`config.mk`:
```
export PLATFORM = sky130hd
export DESIGN_NAME = dual_field_mont_pu
export DESIGN_NICKNAME = d
export VERILOG_FILES = /design/src/rtl/mont_pkg.sv /design/src/rtl/mont_dfa_cell.sv /design/src/rtl/mont_csa_stage.sv /design/src/rtl/dual_field_mont_pu.sv
export SDC_FILE = /design/constraint.sdc
export NUM_CORES = 1
export LEC_CHECK = 0
export ABC_AREA = 0
export BUFFER_PORTS_ARGS = -buffer_cell sky130_fd_sc_hd__buf_2
export CORE_ASPECT_RATIO = 1.5
export CORE_UTILIZATION = 41
export CTS_BUF_LIST = sky130_fd_sc_hd__clkbuf_4
export CTS_CLUSTER_SIZE = 14
export DETAILED_ROUTE_END_ITERATION = 12
export PLACE_DENSITY_LB_ADDON = 0.2
export SYNTH_ARGS = -nofsm -noshare
export SYNTH_HDL_FRONTEND = slang
export SYNTH_SLANG_ARGS = --single-unit
```
`constraint.sdc`:
```
create_clock -name clk -period 3.97 [get_ports clk]
set_input_delay 0.397 -clock clk [delete_from_list [all_inputs] [get_ports clk]]
set_output_delay 0.397 -clock clk [all_outputs]
set_load 0.005 [all_outputs]
```
`src/rtl/mont_pkg.sv`:
```
// Shared definitions for the dual-field Montgomery word step unit.
// Assumes nothing beyond a single field-select bit per cycle.
package mont_pkg;

    // Arithmetic selected by the field-select input.
    typedef enum logic {
        FLD_BIN   = 1'b0,   // carry-less, carries forced to zero
        FLD_PRIME = 1'b1    // ordinary integer addition
    } fld_e;

    // Smallest word width for which the shift/forwarding logic is valid.
    localparam int unsigned MIN_WORD_W = 2;

endpackage

```
`src/rtl/mont_dfa_cell.sv`:
```
// One dual-field adder bit: a full adder whose carry output is gated by
// the field-select. Assumes prime_en is stable for the cycle.
module mont_dfa_cell (
    input  logic x,
    input  logic y,
    input  logic z,
    input  logic prime_en,
    output logic sum,
    output logic carry
);

    // Sum is the three-way parity in both fields; carry exists only in integer mode.
    always_comb begin
        sum   = x ^ y ^ z;
        carry = prime_en & ((x & y) | (x & z) | (y & z));
    end

endmodule

```
`src/rtl/mont_csa_stage.sv`:
```
// One carry-save compression stage for a W-bit word slice. Three vectors
// are reduced to a sum vector and a carry vector; the carry vector is
// moved up one bit, taking carry_in (top carry of the previous word) at
// bit 0 and handing its own top carry out on carry_top.
// Assumes W >= 2.
module mont_csa_stage #(
    parameter int unsigned W = 32
) (
    input  logic [W-1:0] x,
    input  logic [W-1:0] y,
    input  logic [W-1:0] z,
    input  logic         prime_en,
    input  logic         carry_in,
    output logic [W-1:0] sum,
    output logic [W-1:0] carry_sh,
    output logic         carry_top
);

    logic [W-1:0] carry_raw;

    // One dual-field cell per bit position.
    for (genvar i = 0; i < W; i++) begin : g_bit
        mont_dfa_cell u_cell (
            .x        (x[i]),
            .y        (y[i]),
            .z        (z[i]),
            .prime_en (prime_en),
            .sum      (sum[i]),
            .carry    (carry_raw[i])
        );
    end

    // Align carries to their true weight and export the word-crossing bit.
    always_comb begin
        carry_sh  = {carry_raw[W-2:0], carry_in};
        carry_top = carry_raw[W-1];
    end

endmodule

```
`src/rtl/dual_field_mont_pu.sv`:
```
// Dual-field radix-2 Montgomery word step unit.
// Per accepted word: T = C + a*B (stage 1), then T + q*P (stage 2), with
// q formed on the first word and held for the rest of the operand. The
// result is halved by a right shift that pulls bit 0 of the next word into
// the top of the current one, so each output word appears one cycle after
// the input word that completes it. The caller appends one zero pad word.
// Assumes P is odd (integer) or has constant term 1 (polynomial).
module dual_field_mont_pu
    import mont_pkg::*;
#(
    parameter int unsigned W = 32
) (
    input  logic         clk,
    input  logic         rst_n,
    input  logic         word_vld,
    input  logic         word_first,
    input  logic         gf_prime,
    input  logic         a_bit,
    input  logic [W-1:0] b_word,
    input  logic [W-1:0] p_word,
    input  logic [W-1:0] cs_word,
    input  logic [W-1:0] cc_word,
    output logic         res_vld,
    output logic [W-1:0] res_sum,
    output logic [W-1:0] res_carry,
    output logic         q_bit
);

    localparam int unsigned HW = W - 1;   // bits held for the shift

    logic          prime_en;
    logic [W-1:0]  add_b;
    logic [W-1:0]  add_p;
    logic          u_cin, v_cin;
    logic [W-1:0]  t_sum, u_sh;
    logic          u_top;
    logic [W-1:0]  s2_sum, v_sh;
    logic          v_top;
    logic          q_now;
    logic          u_reg, v_reg, q_reg;
    logic [HW-1:0] hold_s, hold_c;

    // Decode the field select into the cell carry enable.
    always_comb prime_en = (fld_e'(gf_prime) == FLD_PRIME);

    // Word-crossing carries restart from zero on the first word of an operand.
    always_comb begin
        u_cin = word_first ? 1'b0 : u_reg;
        v_cin = word_first ? 1'b0 : v_reg;
    end

    // Gate the multiplicand by the multiplier bit.
    always_comb add_b = a_bit ? b_word : '0;

    mont_csa_stage #(.W(W)) u_stage_b (
        .x         (cs_word),
        .y         (cc_word),
        .z         (add_b),
        .prime_en  (prime_en),
        .carry_in  (u_cin),
        .sum       (t_sum),
        .carry_sh  (u_sh),
        .carry_top (u_top)
    );

    // Reduction bit: parity of the intermediate on word 0, held afterwards.
    always_comb q_now = word_first ? (t_sum[0] ^ u_sh[0]) : q_reg;

    // Gate the modulus by the reduction bit.
    always_comb add_p = q_now ? p_word : '0;

    mont_csa_stage #(.W(W)) u_stage_p (
        .x         (t_sum),
        .y         (u_sh),
        .z         (add_p),
        .prime_en  (prime_en),
        .carry_in  (v_cin),
        .sum       (s2_sum),
        .carry_sh  (v_sh),
        .carry_top (v_top)
    );

    // Carry, reduction-bit and shift-hold state, advanced on each accepted word.
    always_ff @(posedge clk) begin
        if (!rst_n) begin
            u_reg  <= 1'b0;
            v_reg  <= 1'b0;
            q_reg  <= 1'b0;
            hold_s <= '0;
            hold_c <= '0;
        end else if (word_vld) begin
            u_reg  <= u_top;
            v_reg  <= v_top;
            q_reg  <= q_now;
            hold_s <= s2_sum[W-1:1];
            hold_c <= v_sh[W-1:1];
        end
    end

    // Output word: previous upper bits topped with bit 0 of the current word.
    always_ff @(posedge clk) begin
        if (!rst_n) begin
            res_vld   <= 1'b0;
            res_sum   <= '0;
            res_carry <= '0;
        end else begin
            res_vld <= word_vld & ~word_first;
            if (word_vld && !word_first) begin
                res_sum   <= {s2_sum[0], hold_s};
                res_carry <= {v_sh[0], hold_c};
            end
        end
    end

    always_comb q_bit = q_reg;

endmodule

```
; After elaboration in Yosys (flattened, before gate mapping)
; Cells that the tools add are included.
[totals]
reg_bits = 130
input_bits = 134
out_inout_bits = 66
elab_cells = 529
[op_classes]
mux = 5
n_bitwise = 514
reduce_logical = 2
[ops]
columns = op, count
row1 = $and 1x1->1, 257
row2 = $or 1x1->1, 128
row3 = $xor 1x1->1, 128
row4 = $mux 32, 2
row5 = $mux 1, 3
row6 = $logic_and 1x1->1, 1
row7 = $logic_not 1->1, 1
row8 = $not 1->1, 1

; Logic depth before layout (Yosys ltp)
; Gate-level depths: netlist of the first run.
[logic_depth]
depth_word = 9
ltp_mapped = 11
ltp_nobuf = 9

; Hierarchy
; From an unflattened synthesis of the first run, not the netlist that was laid out.
[hier_totals]
hier_cells = 953
area_unflattened_um2 = 8134.1
[modules_own_cells]
columns = module, n_inst, cells_each, area_each_um2
row1 = dual_field_mont_pu, 1, 567, 4996.0
row2 = mont_dfa_cell, 64, 6, 48.8
row3 = mont_csa_stage, 2, 1, 7.5

; Worst setup path after synthesis of the first run
; No wires, ideal clock.
[synth_path]
path_type = input to register
from = input port a_bit
to = register hold_s[7]
setup_ps = 116
arrival_ps = 2713
required_ps = 3854
path_slack_ps = 1141
stages = 11
n_path_buf = 2
cell_sequence = clkbuf_1 > nand2_1 > fa_1 > inv_1 > ha_1 > mux2i_1 > buf_2 > nor2b_1 > fa_1 > mux2i_1 > nor2b_1
[synth_between]
elab_chain_len = 7
elab_cells_between_ends = 13
cone_classes = 3 x mux / 10 x bitwise
[synth_rtl]
columns = item, line_no
row1 = from (decl), dual_field_mont_pu.sv:18  ; input logic a_bit,
row2 = $mux 32 (*), dual_field_mont_pu.sv:53  ; always_comb add_b = a_bit ? b_word : '0;
row3 = $and 1x1->1, mont_dfa_cell.sv:15  ; carry = prime_en & ((x & y) | (x & z) | (y & z));
row4 = $or 1x1->1 (2 in a row), mont_dfa_cell.sv:15
row5 = $and 1x1->1, mont_dfa_cell.sv:15
row6 = $xor 1x1->1, mont_dfa_cell.sv:14  ; sum = x ^ y ^ z;
row7 = $xor 1x1->1 (*), mont_dfa_cell.sv:14
row8 = net u_stage_p.g_bit[8].u_cell.sum, mont_dfa_cell.sv:8  ; output logic sum,
row9 = to (signal assigned), dual_field_mont_pu.sv:95  ; hold_s <= s2_sum[W-1:1];
row10 = to (decl), dual_field_mont_pu.sv:41  ; logic [HW-1:0] hold_s, hold_c;
; The timed path passes the listed nets; every way through them passes the cells marked *.
; A chain may end at the register's enable or synchronous reset.

; Worst setup path after layout of the first run
; Same ends and word-level chain as after synthesis.

==> results of run 1 <==
per-stage QoR:
| stage | instances | setup slack, ps | util | power [uW] |
|---|---|---|---|---|
| 3_5_place_dp | 1073 | 1060 | 0.482 | 2030 |
| 4_1_cts | 1105 | 1670 | 0.499 | 2970 |
| 6_report | 1108 | 1620 | 0.499 | 2920 |
| 3_3_place_gp | 1073 | 1110 | 0.482 | 2010 |
| 5_1_grt | 1107 | 1550 | 0.499 | 3110 |
| 2_1_floorplan | 707 | 1140 | - | 1830 |
final timing paths:
path,start,endpoint,slack (ps),cells past startpoint
setup / recovery,a_bit,hold_s[7],1620,11
hold / removal,word_first,q_bit,240,3
setup reg to reg,u_reg,hold_s[7],1810,9
hold reg to reg,hold_c[30],res_carry[30],460,2
Yosys cell counts:
library cell and instances:
nand2_1 163, and2_1 62, mux2i_1 96, o211a_1 1, inv_1 4, buf_6 3, buf_2 15, buf_1 2
nand3b_1 34, ha_1 1, nand2b_1 3, dfxtp_1 130, clkbuf_1 22, nor2b_1 63, o21ai_0 33, fa_1 64
buf_4 5, nor2b_4 1, buf_8 5
power groups by stage:
stage                     Sequential [uW]  Combinational [uW]  Clock (uW)
after detailed placement             1440                 585           0
after CTS                            1420                 586         967
after global routing                 1430                 655        1030
final                                1420                 573         933
after global placement               1440                 570           0
after floorplan                      1440                 388           0
final cells by class:
class | instances | area [um^2]
Multi-Input combinational cell | 521 | 4120
Timing Repair Buffer | 208 | 1070
Antenna cell | 3 | 7.51
Inverter | 4 | 15.0
Sequential cell | 130 | 2600
Fill cell | 1621 | 8390
Clock buffer | 18 | 135
Clock inverter | 14 | 154
Tap cell | 210 | 263
metal layers:
| metal | GRT usage | up-vias |
|---|---|---|
| met5 | 0 | - |
| met4 | 0.0743 | 2 |
| met3 | 0.0548 | 25 |
| met2 | 0.315 | 146 |
| met1 | 0.249 | 2481 |
| li1 | - | 2611 |
critical path, cell delays in order:
cell and delay (ps):
buf_2 130, nand2_1 70, fa_1 530, inv_1 60, ha_1 330, mux2i_4 150
buf_4 310, nor2b_1 110, fa_1 460, mux2i_1 150, nor2b_1 60
logic make-up after synthesis:
logic type,synth area share
adders and majority gates,0.184
DFF,0.370
muxes,0.136
AOI/OAI and AO/OA,0.0249
and+or+nand+nor,0.239
buffers and inverters,0.0464
==> qor.yml, run 1 <==
outcome: "complete, no violations"
wl_met1_um: 7280
vias_per_cell: 4.75
synth-seq-cells: 130
synth_largest_area_cell: "dfxtp_1"
cts_htree_levels: 4
layout_common_cells: "197 x buf_2, 163 x nand2_1, 130 x dfxtp_1"
wl_per_cell_um: 14.9
die_w_um: 109
grt_usage: 0.197
setup_viol: 0
critPathKind: "in2reg"
core_area_mm2: 0.0168
dr.pass1.iters: 4
p_switching_uw: 883
layout-drive-gt1-share: 0.270
leakage_uw: 0.00366
cp.required_ps: 4390
port_buffers: 199
top_layer: "met5"
drv_slew: 0
startpoint_type: "input port"
fin_area_mm2: 0.00837
wl_um: 16500
clkPwrFrac: 0.319
cts.repair.resized: 0
finalCriticalPeriod_ps: 2350
power_frac_seq: 0.484
ys_seq_area_frac: 0.370
grt-ovfl-total: 0
postCtsSetupBuffers: 0
yosysWarnings: 0
dr_wl_met3_um: 849
crit_fanout: 22
finalCritPeriodShare: 0.591
mostFrequentLayoutCell: "buf_2"
gp_congestion: 0.797
switching_share: 0.302
syn_area_per_cell_um2: 9.96
synth_cell_types: 19
grt_pass1_vias: 5167
hold_ws_ps: 239
numCtsBuffers: 17
grt_pass1_wl_um: 26500
boundaryPins: 200
clk_latency_ps: 530
numClockSinks: 130
pwr_density_cell_mw_per_mm2: 349
max_freq_mhz: 426
cts_tree: "done"
vias: 5265
wl_met2_um: 8020
combPwrFrac: 0.196
die_height_um: 162
clockRootBuffer: "clkbuf_4"
postPlaceCellArea_mm2: 0.00808
hold_viol: 0
synth_top_area_share: 0.370
arrival_ps: 2770
area_growth_pct: 18.9
fp-row-count: 58
final.setup.tns_ps: 0
hold_buffers: 0
dieArea_mm2: 0.0177
synth_nets: 906
end_kind: "flip-flop"
grt_max_degree: 128
netlist_area_mm2: 0.00704
slew_headroom: 0.199
hpwl_um: 11400
maxCapViolCount: 0
ir_drop_v: 0.000160
clock_path_buffers: 2
synthCells: 707
grt_setup_unrepaired: "false"
drt_iter0_drc: 182
internal_power_uw: 2040
antenna_left: 0
antenna_found_initial: 3
initial_utilization: 0.420
fin_nets: 1081
clkTransAtPathRegs_ps: 120
finClkSkew_ps: 27.0
largestRegisters: "res_carry x32, res_sum x32"
min_path_type: "in2reg"
drc: 0
yosys-top-cells-area: "dfxtp_1 37%, fa_1 18%, mux2i_1 14%"
worst_slew_pin_slew_ps: 1200
Note: power is estimated with default switching activity, not from simulation.
==> run 2, diff against run 1 <==
--- a/config.mk
+++ b/config.mk
@@ -5,7 +5,7 @@
 export SDC_FILE = /design/constraint.sdc
 export NUM_CORES = 1
 export LEC_CHECK = 0
-export ABC_AREA = 0
+export ABC_AREA = 1
 export BUFFER_PORTS_ARGS = -buffer_cell sky130_fd_sc_hd__buf_2
 export CORE_ASPECT_RATIO = 1.5
 export CORE_UTILIZATION = 41
==> constraint.sdc (replaced) <==
create_clock -name clk -period 2.2 [get_ports clk]
set_input_delay 0.22 -clock clk [delete_from_list [all_inputs] [get_ports clk]]
set_output_delay 0.22 -clock clk [all_outputs]
set_load 0.005 [all_outputs]
==> run 2 against run 1 <==
Effect of this change:
- final cell count is 24% higher
- clock skew down 1.3 ps
- worst hold slack worse by 190 ps
- register-to-register slack worse by 1600 ps
- die area up 0.49%
- worst setup slack worse by 1400 ps
- critical endpoint is now hold_s[22]
- largest cell class unchanged
- highest routed layer is now met4
==> qor.yml, run 2 <==
cts_tree: "done"  # unchanged
fp-row-count: 58  # unchanged
min_path_type: "in2reg"  # unchanged
grt_pass1_vias: 6191  # was 5,167
layout_common_cells: "202 x nor2_1, 197 x buf_2, 164 x nand2_1"  # was 197 x buf_2, 163 x nand2_1, 130 x dfxtp_1
layout-drive-gt1-share: 0.243  # was 0.270
core_area_mm2: 0.0168  # about the same
drv_slew: 0  # unchanged
arrival_ps: 2440  # was 2770 ps
die_height_um: 163  # was 162 um
worst_slew_pin_slew_ps: 936  # was 1200 ps
postCtsSetupBuffers: 0  # unchanged
hpwl_um: 13200  # was 11,400 um
largestRegisters: "res_carry x32, res_sum x32"  # unchanged
synth_edf_count: 0  # unchanged
boundaryPins: 200  # unchanged
vias_per_cell: 4.58  # was 4.75
initial_utilization: 0.420  # about the same
finalCriticalPeriod_ps: 1980
synth_top_area_share: 0.368  # was 0.370
synthFlopType: "dfxtp_1"  # unchanged
area_growth_pct: 22.4  # was 18.9%
outcome: "complete, no violations"  # unchanged
yosysWarnings: 0  # unchanged
numClockSinks: 130  # unchanged
grt-ovfl-total: 0  # unchanged
slew_headroom: 0.376  # was 0.199
dieArea_mm2: 0.0178  # was 0.0177 mm^2
die_w_um: 109  # about the same
startpoint_type: "flip-flop"  # was input port
drc: 0  # unchanged
synthCells: 974  # was 707
synth_cell_types: 16  # was 19
critPathKind: "reg2reg"  # was in2reg
wl_um: 18400  # was 16,500 um
r2r_cells: 11  # was 9
mostFrequentLayoutCell: "nor2_1"  # was buf_2
numCtsBuffers: 17  # unchanged
end_kind: "flip-flop"  # unchanged
maxCapViolCount: 0  # unchanged
grt_pass1_wl_um: 30100  # was 26,500 um
cts.repair.resized: 0  # unchanged
grt_max_degree: 96  # was 128
dr.pass1.iters: 5  # was 4
holdPathStages: 3  # unchanged
netlist_area_mm2: 0.00708  # was 0.00704 mm^2
synth_largest_area_cell: "dfxtp_1"  # unchanged
finClkSkew_ps: 25.7  # was 27.0 ps
synth_most_common_cell: "nor2_1"  # was nand2_1
gp_congestion: 0.862  # was 0.797
final.setup.tns_ps: 0  # unchanged
fin_nets: 1347  # was 1,081
hold_viol: 0  # unchanged
crit_fanout: 14  # was 22
clk_latency_ps: 540  # was 530 ps
synth_nets: 1173  # was 906
finalCritPeriodShare: 0.900
vias: 6288  # was 5,265
synth-seq-cells: 130  # unchanged
async_flop_share: 0  # unchanged
utilization: 0.514  # was 0.499
ys_seq_area_frac: 0.368  # was 0.370
ir_drop_v: 0.000319  # was 0.000160 V
hold_buffers: 0  # unchanged
yosys-top-cells-area: "dfxtp_1 37%, fa_1 18%, nor2_1 12%"  # was dfxtp_1 37%, fa_1 18%, mux2i_1 14%
cts_htree_levels: 4  # unchanged
syn_area_per_cell_um2: 7.26  # was 9.96 um^2
clock_path_buffers: 2  # unchanged
grt_setup_unrepaired: "false"  # unchanged
cp.required_ps: 2660  # was 4390 ps
leakage_uw: 0.00453  # was 0.00366 uW
antenna_left: 0  # unchanged
pwr_density_cell_mw_per_mm2: 638  # was 349 mW/mm^2
drt_iter0_drc: 247  # was 182
port_buffers: 199  # unchanged
setup_viol: 0  # unchanged
fillers: 1800  # was 1,621
max_freq_mhz: 505
antenna_found_initial: 1  # was 3
synth_common_cells: "224 x nor2_1, 165 x nand2_1, 163 x inv_1"  # was 163 x nand2_1, 130 x dfxtp_1, 96 x mux2i_1
grt_usage: 0.217  # was 0.197
wl_per_cell_um: 13.4  # was 14.9 um
clockRootBuffer: "clkbuf_4"  # unchanged
clkTransAtPathRegs_ps: 110  # was 120 ps
## run 2: cell types whose count changed after synthesis, moves of 20 or more
cell      change
nand3b_1     -34
a21oi_1      +33
nor2_1      +224
nand3_1      +98
and2_1       -62
buf_2        +20
nor2b_1      -63
mux2i_1      -96
inv_1       +159
## run 2: final timing paths
path                                 start  slack, ps    endpoint
worst max-delay path                 u_reg        220  hold_s[22]
worst min-delay path            word_first         50     res_vld
worst max register to register       u_reg        220  hold_s[22]
worst min register to register  hold_c[26]        470  hold_c[26]
## run 2: kinds of logic after synthesis
kind of cell	synth area share
and+or+nand+nor	0.278
DFF	0.368
AOI/OAI and AO/OA	0.0453
buffers and inverters	0.126
adders and majority gates	0.183
## run 2: area by class of cell
| class | instances | area (um^2) | area share |
|---|---|---|---|
| repair buffers | 215 | 1210 | 0.140 |
| clock buffers | 18 | 135 | 0.0156 |
| multi-input cells | 618 | 3670 | 0.423 |
| well taps | 210 | 263 | 0.0303 |
| flip-flops and latches | 130 | 2600 | 0.301 |
| inverters | 166 | 623 | 0.0720 |
| clock inverters | 14 | 155 | 0.0179 |
| diodes | 2 | 5.00 | 0.000578 |
## run 2: report_power, final
| part | internal (uW) | switching (uW) | total (uW) |
|---|---|---|---|
| clock network | 703 | 967 | 1670 |
| logic | 541 | 717 | 1260 |
| registers | 2510 | 79.8 | 2590 |
| total | 3760 | 1760 | 5520 |
## run 2: routing by layer
metal | GRT usage | share of wire
met1 | 0.279 | 0.43
met3 | 0.0416 | 0.051
met4 | 0.0733 | 0.020
met5 | 0 | 0
met2 | 0.362 | 0.50
## run 2: worst max-delay path, cell delays in order (launching register included)
cell and delay, ps:
dfxtp_1 330, nand2_1 100, inv_1 50, ha_1 280, nand2_1 80, nand2_1 80
inv_2 120, buf_12 170, nor2_2 50, fa_2 520, nor2_1 40, nor2_1 90
## run 2: metrics by stage
| step | area, um^2 | instances | worst slack (ps) | power, uW | hold slack [ps] |
|---|---|---|---|---|---|
| 2_1_floorplan | 7200 | 974 | -129 | 3430 | 299 |
| 3_3_place_gp | 8360 | 1339 | -259 | 3890 | 453 |
| 3_5_place_dp | 8360 | 1339 | -298 | 3920 | 455 |
| 4_1_cts | 8650 | 1371 | 211 | 5600 | 0.729 |
| 5_1_grt | 8660 | 1372 | 63.4 | 5890 | 27.3 |
| 6_report | 8660 | 1373 | 220 | 5520 | 45.1 |
==> run 3, diff against run 2 <==
==> constraint.sdc (replaced) <==
create_clock -name clk -period 2.23 [get_ports clk]
set_input_delay 0.223 -clock clk [delete_from_list [all_inputs] [get_ports clk]]
set_output_delay 0.223 -clock clk [all_outputs]
set_load 0.005 [all_outputs]
==> run 3 against run 2 <==
Effect of this change:
- sequential share of layout area rose by 0.14 points
- utilization down 0.25 points
- final cell count increased by 0.15%
- register-to-register slack is essentially flat
- total power shrank 2.6%
- combinational power is essentially flat
- sequential power is essentially flat
- worst setup slack better by 1.7 ps
- worst hold slack better by 5.9 ps
- first-iteration DRC count increased by 13%
- routed wire length is 0.97% higher
- cell area fell by 0.48%
- largest cell class unchanged
==> qor.yml, run 3 (synthesized netlist as in run 2, its figures left out) <==
outcome: "complete, no violations"  # unchanged
dp.cells: 1338  # was 1,339
dieArea_mm2: 0.0178  # unchanged
ir_drop_v: 0.000287  # was 0.000319 V
worst_slew_pin_slew_ps: 718  # was 936 ps
cts_htree_levels: 4  # unchanged
dp_slack_ps: -312  # was -298 ps
drc: 0  # unchanged
boundaryPins: 200  # unchanged
critical_path.top_delay_family: "adder cells"  # unchanged
die_w_um: 109  # unchanged
leakage_uw: 0.00450  # was 0.00453 uW
finalCriticalPeriod_ps: 2010
wl_um: 18600  # was 18,400 um
finalCritPeriodShare: 0.901
cts.repair.resized: 0  # unchanged
largestRegisters: "res_carry x32, res_sum x32"  # unchanged
fin_nets: 1346  # was 1,347
layout.cells.non_filler: 1375  # was 1,373
fin_area_mm2: 0.00862  # was 0.00866 mm^2
hold_ws_ps: 51.0  # was 45.1 ps
area.sequential_mm2: 0.00260  # unchanged
crit_buf_inv: 4  # was 3
area_growth_pct: 21.8  # was 22.4%
min_path_type: "in2reg"  # unchanged
slowest_stage: "fa_1"  # was fa_2
critPathKind: "in2reg"  # was reg2reg
numClockSinks: 130  # unchanged
fillers: 1769  # was 1,800
grt_usage: 0.216  # was 0.217
clkPwrFrac: 0.296  # was 0.302
p_switching_uw: 1790  # was 1760 uW
vias: 6244  # was 6,288
combPwrFrac: 0.229  # was 0.228
grt_setup_unrepaired: "false"  # unchanged
clock_path_buffers: 2  # unchanged
layout-drive-gt1-share: 0.242  # was 0.243
antenna_found_initial: 5  # was 1
grt_pass1_vias: 5905  # was 6,191
worst_slack_ps: 222  # was 220 ps
grt-ovfl-total: 0  # unchanged
startpoint_type: "input port"  # was flip-flop
crit-reg2reg-capture: "hold_s[19]"  # was hold_s[22]
core_area_mm2: 0.0168  # unchanged
max_freq_mhz: 498
postPlaceCellArea_mm2: 0.00833  # was 0.00836 mm^2
vias_per_cell: 4.54  # was 4.58
grt_pass1_wl_um: 29400  # was 30,100 um
drv_slew: 0  # unchanged
cts_tree: "done"  # unchanged
final.setup.tns_ps: 0  # unchanged
hpwl_um: 13400  # was 13,200 um
fp-row-count: 58  # unchanged
clkTransAtPathRegs_ps: 120  # was 110 ps
drt_iter0_drc: 278  # was 247
cp.required_ps: 2700  # was 2660 ps
gp_congestion: 0.835  # was 0.862
end_kind: "flip-flop"  # unchanged
clockRootBuffer: "clkbuf_4"  # unchanged
holdPathStages: 3  # unchanged
arrival_ps: 2470  # was 2440 ps
port_buffers: 199  # unchanged
r2r_cells: 11  # unchanged
multi_input_area_mm2: 0.00367  # unchanged
mostFrequentLayoutCell: "nor2_1"  # unchanged
die_height_um: 163  # unchanged
path_cells: "buf_2 -> nand2_4 -> fa_1 -> inv_1 -> ha_1 -> nand2_1 -> nand2_1 -> inv_2 -> buf_12 -> nor2_2 -> fa_2 -> nor2_1 -> nor2_1"  # was nand2_1 -> inv_1 -> ha_1 -> nand2_1 -> nand2_1 -> inv_2 -> buf_12 -> nor2_2 -> fa_2 -> nor2_1 -> nor2_1
clk_latency_ps: 540  # about the same
hold_start: "word_first"  # unchanged
grt_max_degree: 131  # was 96
numCtsBuffers: 17  # unchanged
postCtsSetupBuffers: 0  # unchanged
layout_common_cells: "202 x nor2_1, 197 x buf_2, 164 x nand2_1"  # unchanged
pwr_density_cell_mw_per_mm2: 624  # was 638 mW/mm^2
dr.pass1.iters: 5  # unchanged
setup_viol: 0  # unchanged
slowest_delay_ps: 570  # was 520 ps
initial_utilization: 0.420  # unchanged
crit_fanout: 17  # was 14
wl_per_cell_um: 13.5  # was 13.4 um
maxCapViolCount: 0  # unchanged
finClkSkew_ps: 26.9  # was 25.7 ps
switching_share: 0.333  # was 0.319
power_frac_seq: 0.475  # was 0.470
slew_headroom: 0.521  # was 0.376
hold_viol: 0  # unchanged
r2r_start: "u_reg"  # unchanged
r2r_setup_slack_ps: 220  # about the same
hold_buffers: 0  # unchanged
antenna_left: 0  # unchanged
hold-path-endpoint: "res_vld"  # unchanged
internal_power_uw: 3590  # was 3760 uW
==> run 3: cell types whose count changed in the layout (fill, tap and decap cells not counted) <==
cell	delta
inv_6	+4
diode_2	+3
buf_12	-2
buf_4	+1
bufinv_16	-1
clkbuf_4	-1
clkinv_2	-1
clkinv_4	-1
==> run 3: metrics by stage <==
stage	power, uW	util
finish	5380	0.512
detailed placement	3860	0.495
global route	5720	0.512
CTS	5450	0.511
floorplan	3390	-
global placement	3830	0.495
==> run 3: worst max path at each step <==
stage / cells past startpoint / start / slack, ps / endpoint
floorplan: 13 / a_bit / -100 / hold_s[0]
global placement: 13 / a_bit / -260 / hold_s[28]
detailed placement: 13 / a_bit / -310 / hold_s[19]
CTS: 11 / u_reg / 220 / hold_s[19]
global route: 11 / u_reg / 90 / hold_s[26]
finish: 13 / a_bit / 220 / hold_s[19]
==> run 3: metal layers <==
metal	vias to the layer above	wire, um	part of all wire	track usage
li1	3240	-	-	-
met1	2821	7860	0.42	0.270
met2	159	9270	0.50	0.358
met3	24	983	0.053	0.0364
met4	0	430	0.023	0.0994
met5	-	0	0	0
==> run 3: worst min-delay path: stages <==
cell    delay (ps)
buf_2          100
buf_4          130
nor3_1          70
==> run 3: power groups by stage <==
stage / combinational [uW] / sequential (uW) / clock (uW)
2_1_floorplan: 784 / 2600 / 0
3_3_place_gp: 1220 / 2610 / 0
3_5_place_dp: 1250 / 2610 / 0
4_1_cts: 1250 / 2560 / 1640
5_1_grt: 1410 / 2580 / 1730
6_report: 1230 / 2560 / 1590
==> run 3: cell type report <==
class,instances,share of cell area
multi-input combinational,618,0.425
sequential,130,0.302
timing repair buffer,214,0.136
inverter,166,0.0723
tap,210,0.0305
clock inverter,15,0.0170
clock buffer,17,0.0148
antenna,5,0.00145
